**config.mk**
```make
export PLATFORM = sky130hd
export DESIGN_NAME = phy_cr_master
export DESIGN_NICKNAME = d
export VERILOG_FILES = /design/src/rtl/phy_cr_pkg.sv /design/src/rtl/phy_cr_tmo.sv /design/src/rtl/phy_cr_hshake.sv /design/src/rtl/phy_cr_master.sv
export SDC_FILE = /design/constraint.sdc
export NUM_CORES = 1
export LEC_CHECK = 0
export ABC_AREA = 1
export BUFFER_PORTS_ARGS = -buffer_cell sky130_fd_sc_hd__buf_4
export CORE_MARGIN = 3
export CORE_UTILIZATION = 29
export DETAILED_ROUTE_END_ITERATION = 6
export PLACE_DENSITY_LB_ADDON = 0.3
export SYNTH_ARGS = -nofsm -noshare
export SYNTH_HDL_FRONTEND = slang
export SYNTH_SLANG_ARGS = --single-unit
export TNS_END_PERCENT = 10
```
**constraint.sdc**
```tcl
create_clock -name clk -period 4.11 [get_ports clk]
set_input_delay 0.411 -clock clk [delete_from_list [all_inputs] [get_ports clk]]
set_output_delay 0.411 -clock clk [all_outputs]
set_load 0.01 [all_outputs]
```
**src/rtl/phy_cr_pkg.sv**
```systemverilog
package phy_cr_pkg;
  typedef enum logic [1:0] {
    OP_ADDR  = 2'd0,
    OP_WRITE = 2'd1,
    OP_READ  = 2'd2,
    OP_NOP   = 2'd3
  } cr_op_e;

  typedef enum logic [2:0] {
    S_IDLE, S_ADDR, S_CAPD, S_WR, S_RD, S_FIRE, S_RSP
  } seq_st_e;

  typedef enum logic [1:0] {
    H_IDLE, H_RISE, H_FALL
  } hs_st_e;
endpackage

```
**src/rtl/phy_cr_tmo.sv**
```systemverilog
module phy_cr_tmo #(
  parameter int LIMIT = 1024
) (
  input  logic clk,
  input  logic rst_n,
  input  logic load,
  input  logic run,
  output logic expired
);
  localparam int CW = $clog2(LIMIT + 1);
  logic [CW-1:0] cnt;

  always_ff @(posedge clk) begin
    if (!rst_n)                 cnt <= '0;
    else if (load)              cnt <= CW'(LIMIT - 1);
    else if (run && cnt != '0)  cnt <= cnt - 1'b1;
  end

  assign expired = run && !load && (cnt == '0);

  assert_tmo_bounded_R6: assert property (@(posedge clk) disable iff (!rst_n)
    cnt <= CW'(LIMIT - 1));
endmodule

```
**src/rtl/phy_cr_hshake.sv**
```systemverilog
module phy_cr_hshake
  import phy_cr_pkg::*;
#(
  parameter int TMO_CYCLES = 1024
) (
  input  logic clk,
  input  logic rst_n,
  input  logic start,
  input  logic ack,
  output logic req,
  output logic ack_hi,
  output logic done,
  output logic tmo
);
  hs_st_e st;
  logic   t_load, t_run, t_exp;

  assign t_load = start || (st == H_RISE && ack);
  assign t_run  = (st != H_IDLE);

  phy_cr_tmo #(.LIMIT(TMO_CYCLES)) u_tmo (
    .clk(clk), .rst_n(rst_n), .load(t_load), .run(t_run), .expired(t_exp)
  );

  always_ff @(posedge clk) begin
    if (!rst_n) st <= H_IDLE;
    else begin
      case (st)
        H_IDLE: if (start) st <= H_RISE;
        H_RISE: if (ack) st <= H_FALL; else if (t_exp) st <= H_IDLE;
        H_FALL: if (!ack || t_exp) st <= H_IDLE;
        default: st <= H_IDLE;
      endcase
    end
  end

  assign req    = (st == H_RISE);
  assign ack_hi = (st == H_RISE) && ack;
  assign done   = (st == H_FALL) && !ack;
  assign tmo    = t_exp && (((st == H_RISE) && !ack) || ((st == H_FALL) && ack));

  // strobe only drops after acknowledge or on expiry
  assert_req_drop_R2: assert property (@(posedge clk) disable iff (!rst_n)
    $fell(req) |-> ($past(ack) || $past(t_exp)));
endmodule

```
**src/rtl/phy_cr_master.sv**
```systemverilog
module phy_cr_master
  import phy_cr_pkg::*;
#(
  parameter int          DW         = 16,
  parameter int          TMO_CYCLES = 1024,
  parameter logic [15:0] RST_ADDR   = 16'h7F3F,
  parameter int          RST_BIT    = 0
) (
  input  logic          clk,
  input  logic          rst_n,
  input  logic          cmd_valid,
  output logic          cmd_ready,
  input  logic [1:0]    cmd_op,
  input  logic [DW-1:0] cmd_data,
  output logic          rsp_valid,
  input  logic          rsp_ready,
  output logic [DW-1:0] rsp_data,
  output logic          rsp_timeout,
  output logic          busy,
  output logic [DW-1:0] phy_din,
  output logic          phy_cap_addr,
  output logic          phy_cap_data,
  output logic          phy_wr,
  output logic          phy_rd,
  input  logic          phy_ack,
  input  logic [DW-1:0] phy_dout
);
  seq_st_e       st;
  logic [DW-1:0] din_q, addr_q, rd_q;
  logic          tmo_q, start_q;
  logic          hs_req, hs_ack_hi, hs_done, hs_tmo;
  logic          rst_write;

  phy_cr_hshake #(.TMO_CYCLES(TMO_CYCLES)) u_hs (
    .clk(clk), .rst_n(rst_n), .start(start_q), .ack(phy_ack),
    .req(hs_req), .ack_hi(hs_ack_hi), .done(hs_done), .tmo(hs_tmo)
  );

  assign rst_write = (addr_q == DW'(RST_ADDR)) && din_q[RST_BIT];

  always_ff @(posedge clk) begin
    if (!rst_n) begin
      st      <= S_IDLE;
      din_q   <= '0;
      addr_q  <= '0;
      rd_q    <= '0;
      tmo_q   <= 1'b0;
      start_q <= 1'b0;
    end else begin
      start_q <= 1'b0;
      case (st)
        S_IDLE: if (cmd_valid) begin
          rd_q  <= '0;
          tmo_q <= 1'b0;
          case (cr_op_e'(cmd_op))
            OP_ADDR:  begin din_q <= cmd_data; st <= S_ADDR; start_q <= 1'b1; end
            OP_WRITE: begin din_q <= cmd_data; st <= S_CAPD; start_q <= 1'b1; end
            OP_READ:  begin st <= S_RD; start_q <= 1'b1; end
            default:  st <= S_RSP;
          endcase
        end
        S_ADDR: begin
          if (hs_done) begin addr_q <= din_q; st <= S_RSP; end
          else if (hs_tmo) begin tmo_q <= 1'b1; st <= S_RSP; end
        end
        S_CAPD: begin
          if (hs_done) begin
            if (rst_write) st <= S_FIRE;
            else begin st <= S_WR; start_q <= 1'b1; end
          end else if (hs_tmo) begin tmo_q <= 1'b1; st <= S_RSP; end
        end
        S_WR: begin
          if (hs_done) st <= S_RSP;
          else if (hs_tmo) begin tmo_q <= 1'b1; st <= S_RSP; end
        end
        S_RD: begin
          if (hs_ack_hi) rd_q <= phy_dout;
          if (hs_done) st <= S_RSP;
          else if (hs_tmo) begin tmo_q <= 1'b1; st <= S_RSP; end
        end
        S_FIRE: st <= S_RSP;
        S_RSP:  if (rsp_ready) st <= S_IDLE;
        default: st <= S_IDLE;
      endcase
    end
  end

  assign cmd_ready    = (st == S_IDLE);
  assign busy         = (st != S_IDLE);
  assign rsp_valid    = (st == S_RSP);
  assign rsp_data     = rd_q;
  assign rsp_timeout  = tmo_q;
  assign phy_din      = din_q;
  assign phy_cap_addr = hs_req && (st == S_ADDR);
  assign phy_cap_data = hs_req && (st == S_CAPD);
  assign phy_wr       = (hs_req && (st == S_WR)) || (st == S_FIRE);
  assign phy_rd       = hs_req && (st == S_RD);

  assert_one_strobe_R7: assert property (@(posedge clk) disable iff (!rst_n)
    $onehot0({phy_cap_addr, phy_cap_data, phy_wr, phy_rd}));
  assert_idle_quiet_R7: assert property (@(posedge clk) disable iff (!rst_n)
    cmd_ready |-> !(phy_cap_addr || phy_cap_data || phy_wr || phy_rd));
  assert_rsp_hold_R9: assert property (@(posedge clk) disable iff (!rst_n)
    (rsp_valid && !rsp_ready) |=> (rsp_valid && $stable(rsp_data) && $stable(rsp_timeout)));
  assert_din_stable_R2: assert property (@(posedge clk) disable iff (!rst_n)
    (phy_cap_addr || phy_cap_data || phy_wr) |=> ($stable(phy_din) || !(phy_cap_addr || phy_cap_data || phy_wr)));
endmodule

```
==> metrics.cfg, run 1 <==
[run_status]
status = finished clean

[logic_synthesis]
synthXorXnorAreaFrac_pct = 0.595
ys_top_cells_by_area = dfxtp_1 (45%), nor2_1 (13%), o21ai_0 (8.2%), nand2_1 (6.1%), a21oi_1 (4.6%)
yosys.area.top_type = dfxtp_1
ys_seq_area_share_pct = 44.9
synthCells = 412
synth_compound_gate_area_share_pct = 19.8
yosys.area_share.simple_pct = 26.2
synth_warnings = 0
ys_ff_latch = 66
synth.cell_area_sq_um = 2950
synth-adder-area-share_pct = 0.850
synth_nets = 453
synth_cell_types = 31
synthMuxAreaShare_pct = 0
synth.avg_cell_area_sq_um = 7.15
synth_top_family_by_area = simple AND/OR/NAND/NOR gates
synth_top_cell_area_share_pct = 44.9

[setup_path]
cp-end-kind = flop
r2r_cells = 7
critPathTopFamily = simple AND/OR/NAND/NOR gates
rr_endpoint = rsp_data[11]
critPathMaxFanout = 17
regToRegSetupSlack_ns = 1.70
path_class = reg2reg
arrival_ns = 2.64
start_kind = flop
crit_slowest_cell = nor3_4
cp.required_ns = 4.34
r2r_start = st[2]
worstPathCellList = inv_2, nor3_4, inv_2, o21ai_4, inv_2, a21oi_1, nor2_1
crit_top_cell = inv_2
worst_path_largest_cell_delay_ns = 0.70
crit_buf_inv = 3

[detailed_routing]
drtAntennaViolNets = 0
drc = 0
vias = 2814
dr.pass1.iters = 4
detail_route.iter0.violations = 109
avgRoutedWirePerCell_microns = 12.0
via_per_inst = 4.52
wirelength_microns = 7490

[finish]
layout_common_cells = nor2_1 (103), buf_4 (78), dfxtp_1 (66)
fin_util_pct = 38.8
nets = 526
layout_commonest_cell = nor2_1
syn2layout_area_growth_pct = 29.4
final_cell_count_no_fill = 623
antenna-diode-count = 0
drive_gt1_share_pct = 24.5

[global_route]
grt_max_degree = 52
antenna_found_initial = 0
grt.overflow.total = 0
grt_pass1_vias = 2639
globalRouteTotalUtil_pct = 13.5
grt_pass1_wl_microns = 12600

[clock_tree]
root_buffer = clkbuf_8
h-tree-depth = 3
cts.sinks = 66
cts.clk_slew.worst_paths_ns = 0.07
cts_tree = built
clkLatencyLatePin_ns = 0.34
postCtsSetupBuffers = 0
clk_path_buf_depth = 2
numCtsBuffers = 9
cts_resized = 0
postCtsHoldBufs = 0

[power_and_ir_drop]
p_leak_uw = 0.00171
ir_drop_v = 0.000185
power.density_nw_per_um2 = 423

[sta]
tightestPinTransition_ns = 0.912
relSlewSlack_pct = 39.0
max_freq_mhz = 415
rsz0062_at_grt = no
slew_violations = 0
finClkSkew_ns = 0.00594
setup_viol = 0
fin_tns_setup_ns = 0
hold_viol_final = 0
period_share_pct = 58.7
finalCriticalPeriod_ns = 2.41

[placed_design]
place_congestion = 0.879
placed_cells = 607
place_hpwl_microns = 5460
portBuffers = 78

[die]
initial_core_util_pct = 30.0
dieArea_sq_um = 11400
die_height_microns = 107
coreArea_sq_um = 9820
ios = 79
fp.dieW_microns = 107
rows = 36

[worst_hold_path]
whs_endpoint = rsp_data[6]
hold_class = in2reg
min_from = phy_dout[6]
whs_path_depth = 3

[run]
drv_cap = 0

==> cell families (layout without fill, tap and decap cells) <==
| group | count (synthesis) | count (layout) |
|---|---|---|
| simple gates | 183 | 183 |
| compound gates | 104 | 104 |
| flops | 66 | 66 |
| buf+inv | 55 | 133 |
| fa+ha+maj | 2 | 2 |
| xor+xnor | 2 | 2 |
==> through the flow <==
stage | worst slack (ns) | total power, uW | instance area [sq um] | hold slack [ns]
2_1_floorplan | 2.64 | 953 | 2950 | 0.444
3_3_place_gp | 1.80 | 1080 | 3620 | 0.456
3_5_place_dp | 1.69 | 1090 | 3620 | 0.464
4_1_cts | 1.64 | 1630 | 3810 | 0.278
5_1_grt | 1.50 | 1700 | 3810 | 0.285
6_report | 1.70 | 1610 | 3810 | 0.294
==> how the worst max path moves through the flow <==
stage | start | to | cells past startpoint
floorplan | u_hs.u_tmo.cnt[0] | u_hs.u_tmo.cnt[5] | 9
global placement | st[1] | rsp_data[8] | 6
detailed placement | st[2] | rsp_data[11] | 7
CTS | st[2] | phy_rd | 5
global route | st[2] | rsp_data[12] | 7
finish | st[2] | rsp_data[11] | 7
==> flip-flops by register name (all words and copies together), names as in the netlist <==
signal,cells
phy_din,16
u_hs.st,2
st,3
start_q,1
u_hs.u_tmo.cnt,11
rsp_data,16
rsp_timeout,1
addr_q,16
==> synthesized netlist by cell type <==
cell,count
buf_1,1
nand2_2,2
nand4_1,4
nand3b_1,1
nand3_1,15
a211oi_1,1
xnor2_1,2
a21oi_1,27
o21ai_0,48
nor3_4,2
ha_1,2
buf_4,1
o21ai_1,11
inv_2,8
nand2_1,48
clkbuf_1,5
buf_6,1
nor3b_1,1
or2_1,1
nor2_2,3
nor3_1,2
buf_2,8
o21ai_4,1
nand3_2,1
a21oi_2,10
o21a_1,1
a31oi_1,4
o31ai_1,1
dfxtp_1,66
inv_1,31
nor2_1,103
==> metal layers <==
metal	vias up	wire [microns]	track usage (%)
li1	1488	-	-
met1	1251	3870	19.4
met2	66	3140	19.7
met3	9	363	2.83
met4	0	120	5.66
met5	-	0	0
==> area by class of cell <==
cell class / count / area, sq um
clock buffers: 11 / 141
clock inverters: 5 / 53.8
fillers: 1067 / 6010
inverters: 39 / 146
multi-input cells: 291 / 1400
flip-flops and latches: 66 / 1320
well taps: 133 / 166
repair buffers: 78 / 586
==> tightest hold or removal path, delay by kind of cell <==
| kind | cells | cell delay, ns |
|---|---|---|
| and+or+nand+nor | 1 | 0.07 |
| buffers and inverters | 1 | 0.08 |
| AOI/OAI and AO/OA | 1 | 0.04 |
==> where the power goes <==
group / switching, uW / leakage (uW) / total, uW / internal (uW)
clock: 244 / 0.000103 / 539 / 295
combinational: 197 / 0.00107 / 341 / 144
sequential: 39.6 / 0.000540 / 731 / 692
total: 480 / 0.00171 / 1610 / 1130
(Power assumes the default switching activity.)
==> run 2: changes to the inputs <==
==> constraint.sdc (replaced) <==
create_clock -name clk -period 2.3 [get_ports clk]
set_input_delay 0.23 -clock clk [delete_from_list [all_inputs] [get_ports clk]]
set_output_delay 0.23 -clock clk [all_outputs]
set_load 0.01 [all_outputs]
==> run 2 against run 1 <==
- fmax rose by 30%
- wire length fell by 1.7%
- die area did not move
- clock skew rose by 0.0056 ns
- non-clock buffer count rose by 4
- global-route usage fell by 0.36 points
==> metrics.cfg, run 2 (synthesis results as in run 1) <==
[detailed_routing]
vias = 2863  ; was 2,814
avgRoutedWirePerCell_microns = 11.7  ; was 12.0 microns
dr.pass1.iters = 4  ; unchanged
drtAntennaViolNets = 0  ; unchanged
wirelength_microns = 7360  ; was 7490 microns
via_per_inst = 4.57  ; was 4.52
drc = 0  ; unchanged
detail_route.iter0.violations = 127  ; was 109

[finish]
syn2layout_area_growth_pct = 30.6  ; was 29.4%
seqCellArea_sq_um = 1320  ; unchanged
layout_commonest_cell = nor2_1  ; unchanged
final_cell_count_no_fill = 627  ; was 623
multi_input_area_sq_um = 1400  ; unchanged
nets = 530  ; was 526
drive_gt1_share_pct = 25.3  ; was 24.5%
antenna-diode-count = 0  ; unchanged
fillers = 1074  ; was 1,067
layout_common_cells = nor2_1 (103), buf_4 (82), dfxtp_1 (66)  ; was nor2_1 (103), buf_4 (78), dfxtp_1 (66)

[setup_path]
r2r_cells = 10  ; was 7
arrival_ns = 2.12  ; was 2.64 ns
start_kind = flop  ; unchanged
critPathMaxFanout = 7  ; was 17
cp-end-kind = flop  ; unchanged
cp.required_ns = 2.56  ; was 4.34 ns
regToRegSetupSlack_ns = 0.44  ; was 1.70 ns
rr_endpoint = u_hs.u_tmo.cnt[10]  ; was rsp_data[11]
r2r_start = u_hs.u_tmo.cnt[0]  ; was st[2]
path_class = reg2reg  ; unchanged

[clock_tree]
cts.sinks = 66  ; unchanged
clk_path_buf_depth = 2  ; unchanged
clkLatencyLatePin_ns = 0.34  ; about the same
root_buffer = clkbuf_8  ; unchanged
cts.clk_slew.worst_paths_ns = 0.08  ; was 0.07 ns
postCtsHoldBufs = 0  ; unchanged
cts_resized = 0  ; unchanged
h-tree-depth = 3  ; unchanged
postCtsSetupBuffers = 0  ; unchanged
numCtsBuffers = 9  ; unchanged
cts_tree = built  ; unchanged

[sta]
fin_tns_setup_ns = 0  ; unchanged
setup_viol = 0  ; unchanged
hold_viol_final = 0  ; unchanged
slew_violations = 0  ; unchanged
rsz0062_at_grt = no  ; unchanged
relSlewSlack_pct = 65.9  ; was 39.0%
max_freq_mhz = 538  ; was 415 MHz
finClkSkew_ns = 0.0115  ; was 0.00594 ns
tightestPinTransition_ns = 0.511  ; was 0.912 ns
period_share_pct = 80.8  ; was 58.7%
finalCriticalPeriod_ns = 1.86  ; was 2.41 ns

[power_and_ir_drop]
power.density_nw_per_um2 = 756  ; was 423 nW/um^2
power_uw = 2910  ; was 1610 uW
p_leak_uw = 0.00173  ; was 0.00171 uW
ir_drop_v = 0.000286  ; was 0.000185 V

[die]
rows = 36  ; unchanged
dieArea_sq_um = 11400  ; unchanged
ios = 79  ; unchanged
die_height_microns = 107  ; unchanged
coreArea_sq_um = 9820  ; unchanged
fp.dieW_microns = 107  ; unchanged
initial_core_util_pct = 30.0  ; unchanged

[worst_hold_path]
min_from = cmd_data[14]  ; was phy_dout[6]
whs_endpoint = phy_din[14]  ; was rsp_data[6]
whs_path_depth = 3  ; unchanged
hold_class = in2reg  ; unchanged

[global_route]
grt_max_degree = 52  ; unchanged
globalRouteTotalUtil_pct = 13.2  ; was 13.5%
grt_pass1_wl_microns = 12200  ; was 12,600 microns
grt_pass1_vias = 2664  ; was 2,639
grt.overflow.total = 0  ; unchanged
antenna_found_initial = 0  ; unchanged

[placed_design]
portBuffers = 78  ; unchanged
place_congestion = 0.873  ; was 0.879
placed_cells = 611  ; was 607
place_hpwl_microns = 5290  ; was 5460 microns

[run]
drv_cap = 0  ; unchanged

[run_status]
status = finished clean  ; unchanged

==> run 2: worst max path at each step <==
stage,end,cells after the start,start,slack (ns)
finish,u_hs.u_tmo.cnt[10],10,u_hs.u_tmo.cnt[0],0.44
global route,u_hs.u_tmo.cnt[10],10,u_hs.u_tmo.cnt[0],0.24
CTS,u_hs.u_tmo.cnt[10],10,u_hs.u_tmo.cnt[0],0.46
detailed placement,u_hs.u_tmo.cnt[10],10,u_hs.u_tmo.cnt[0],0.46
global placement,u_hs.u_tmo.cnt[10],10,u_hs.u_tmo.cnt[0],0.46
floorplan,u_hs.u_tmo.cnt[5],9,u_hs.u_tmo.cnt[0],0.83
==> run 2: layout make-up <==
| cell class | instances | area share, % |
|---|---|---|
| clock buffers | 9 | 3.22 |
| clock inverters | 7 | 2.02 |
| inverters | 39 | 3.80 |
| multi-input cells | 291 | 36.3 |
| flip-flops and latches | 66 | 34.3 |
| well taps | 133 | 4.33 |
| repair buffers | 82 | 16.0 |
==> run 2: report_power, final <==
| group | switching (uW) | internal [uW] | leakage [uW] |
|---|---|---|---|
| registers | 70.9 | 1230 | 0.000540 |
| clock network | 484 | 508 | 0.0000998 |
| logic | 349 | 264 | 0.00109 |
==> run 2: metal layers <==
metal | part of all wire, % | global-route usage [%] | wire [microns] | up-vias
li1 | - | - | - | 1491
met1 | 49 | 17.6 | 3600 | 1296
met2 | 44 | 20.2 | 3270 | 66
met3 | 4.9 | 2.89 | 361 | 10
met4 | 1.9 | 6.12 | 137 | 0
met5 | 0 | 0 | 0 | -
==> run 2: stage by stage <==
stage	instance area, sq um	worst slack, ns	utilization, %	hold WS (ns)
final	3850	0.442	39.2	0.104
after global placement	3650	0.464	37.1	0.451
after floorplan	2950	0.833	-	0.357
after CTS	3850	0.455	39.2	0.0893
after global routing	3850	0.243	39.2	0.0917
after detailed placement	3650	0.459	37.1	0.457
==> run 2: worst max-delay path, stage by stage (launching register included) <==
cell     delay, ns
dfxtp_1       0.36
inv_1         0.09
ha_1          0.21
nand3_1       0.11
nor2_2        0.07
nor2_1        0.33
inv_1         0.16
nor2_1        0.15
nand2_1       0.08
nand2_1       0.06
nor3b_1       0.16
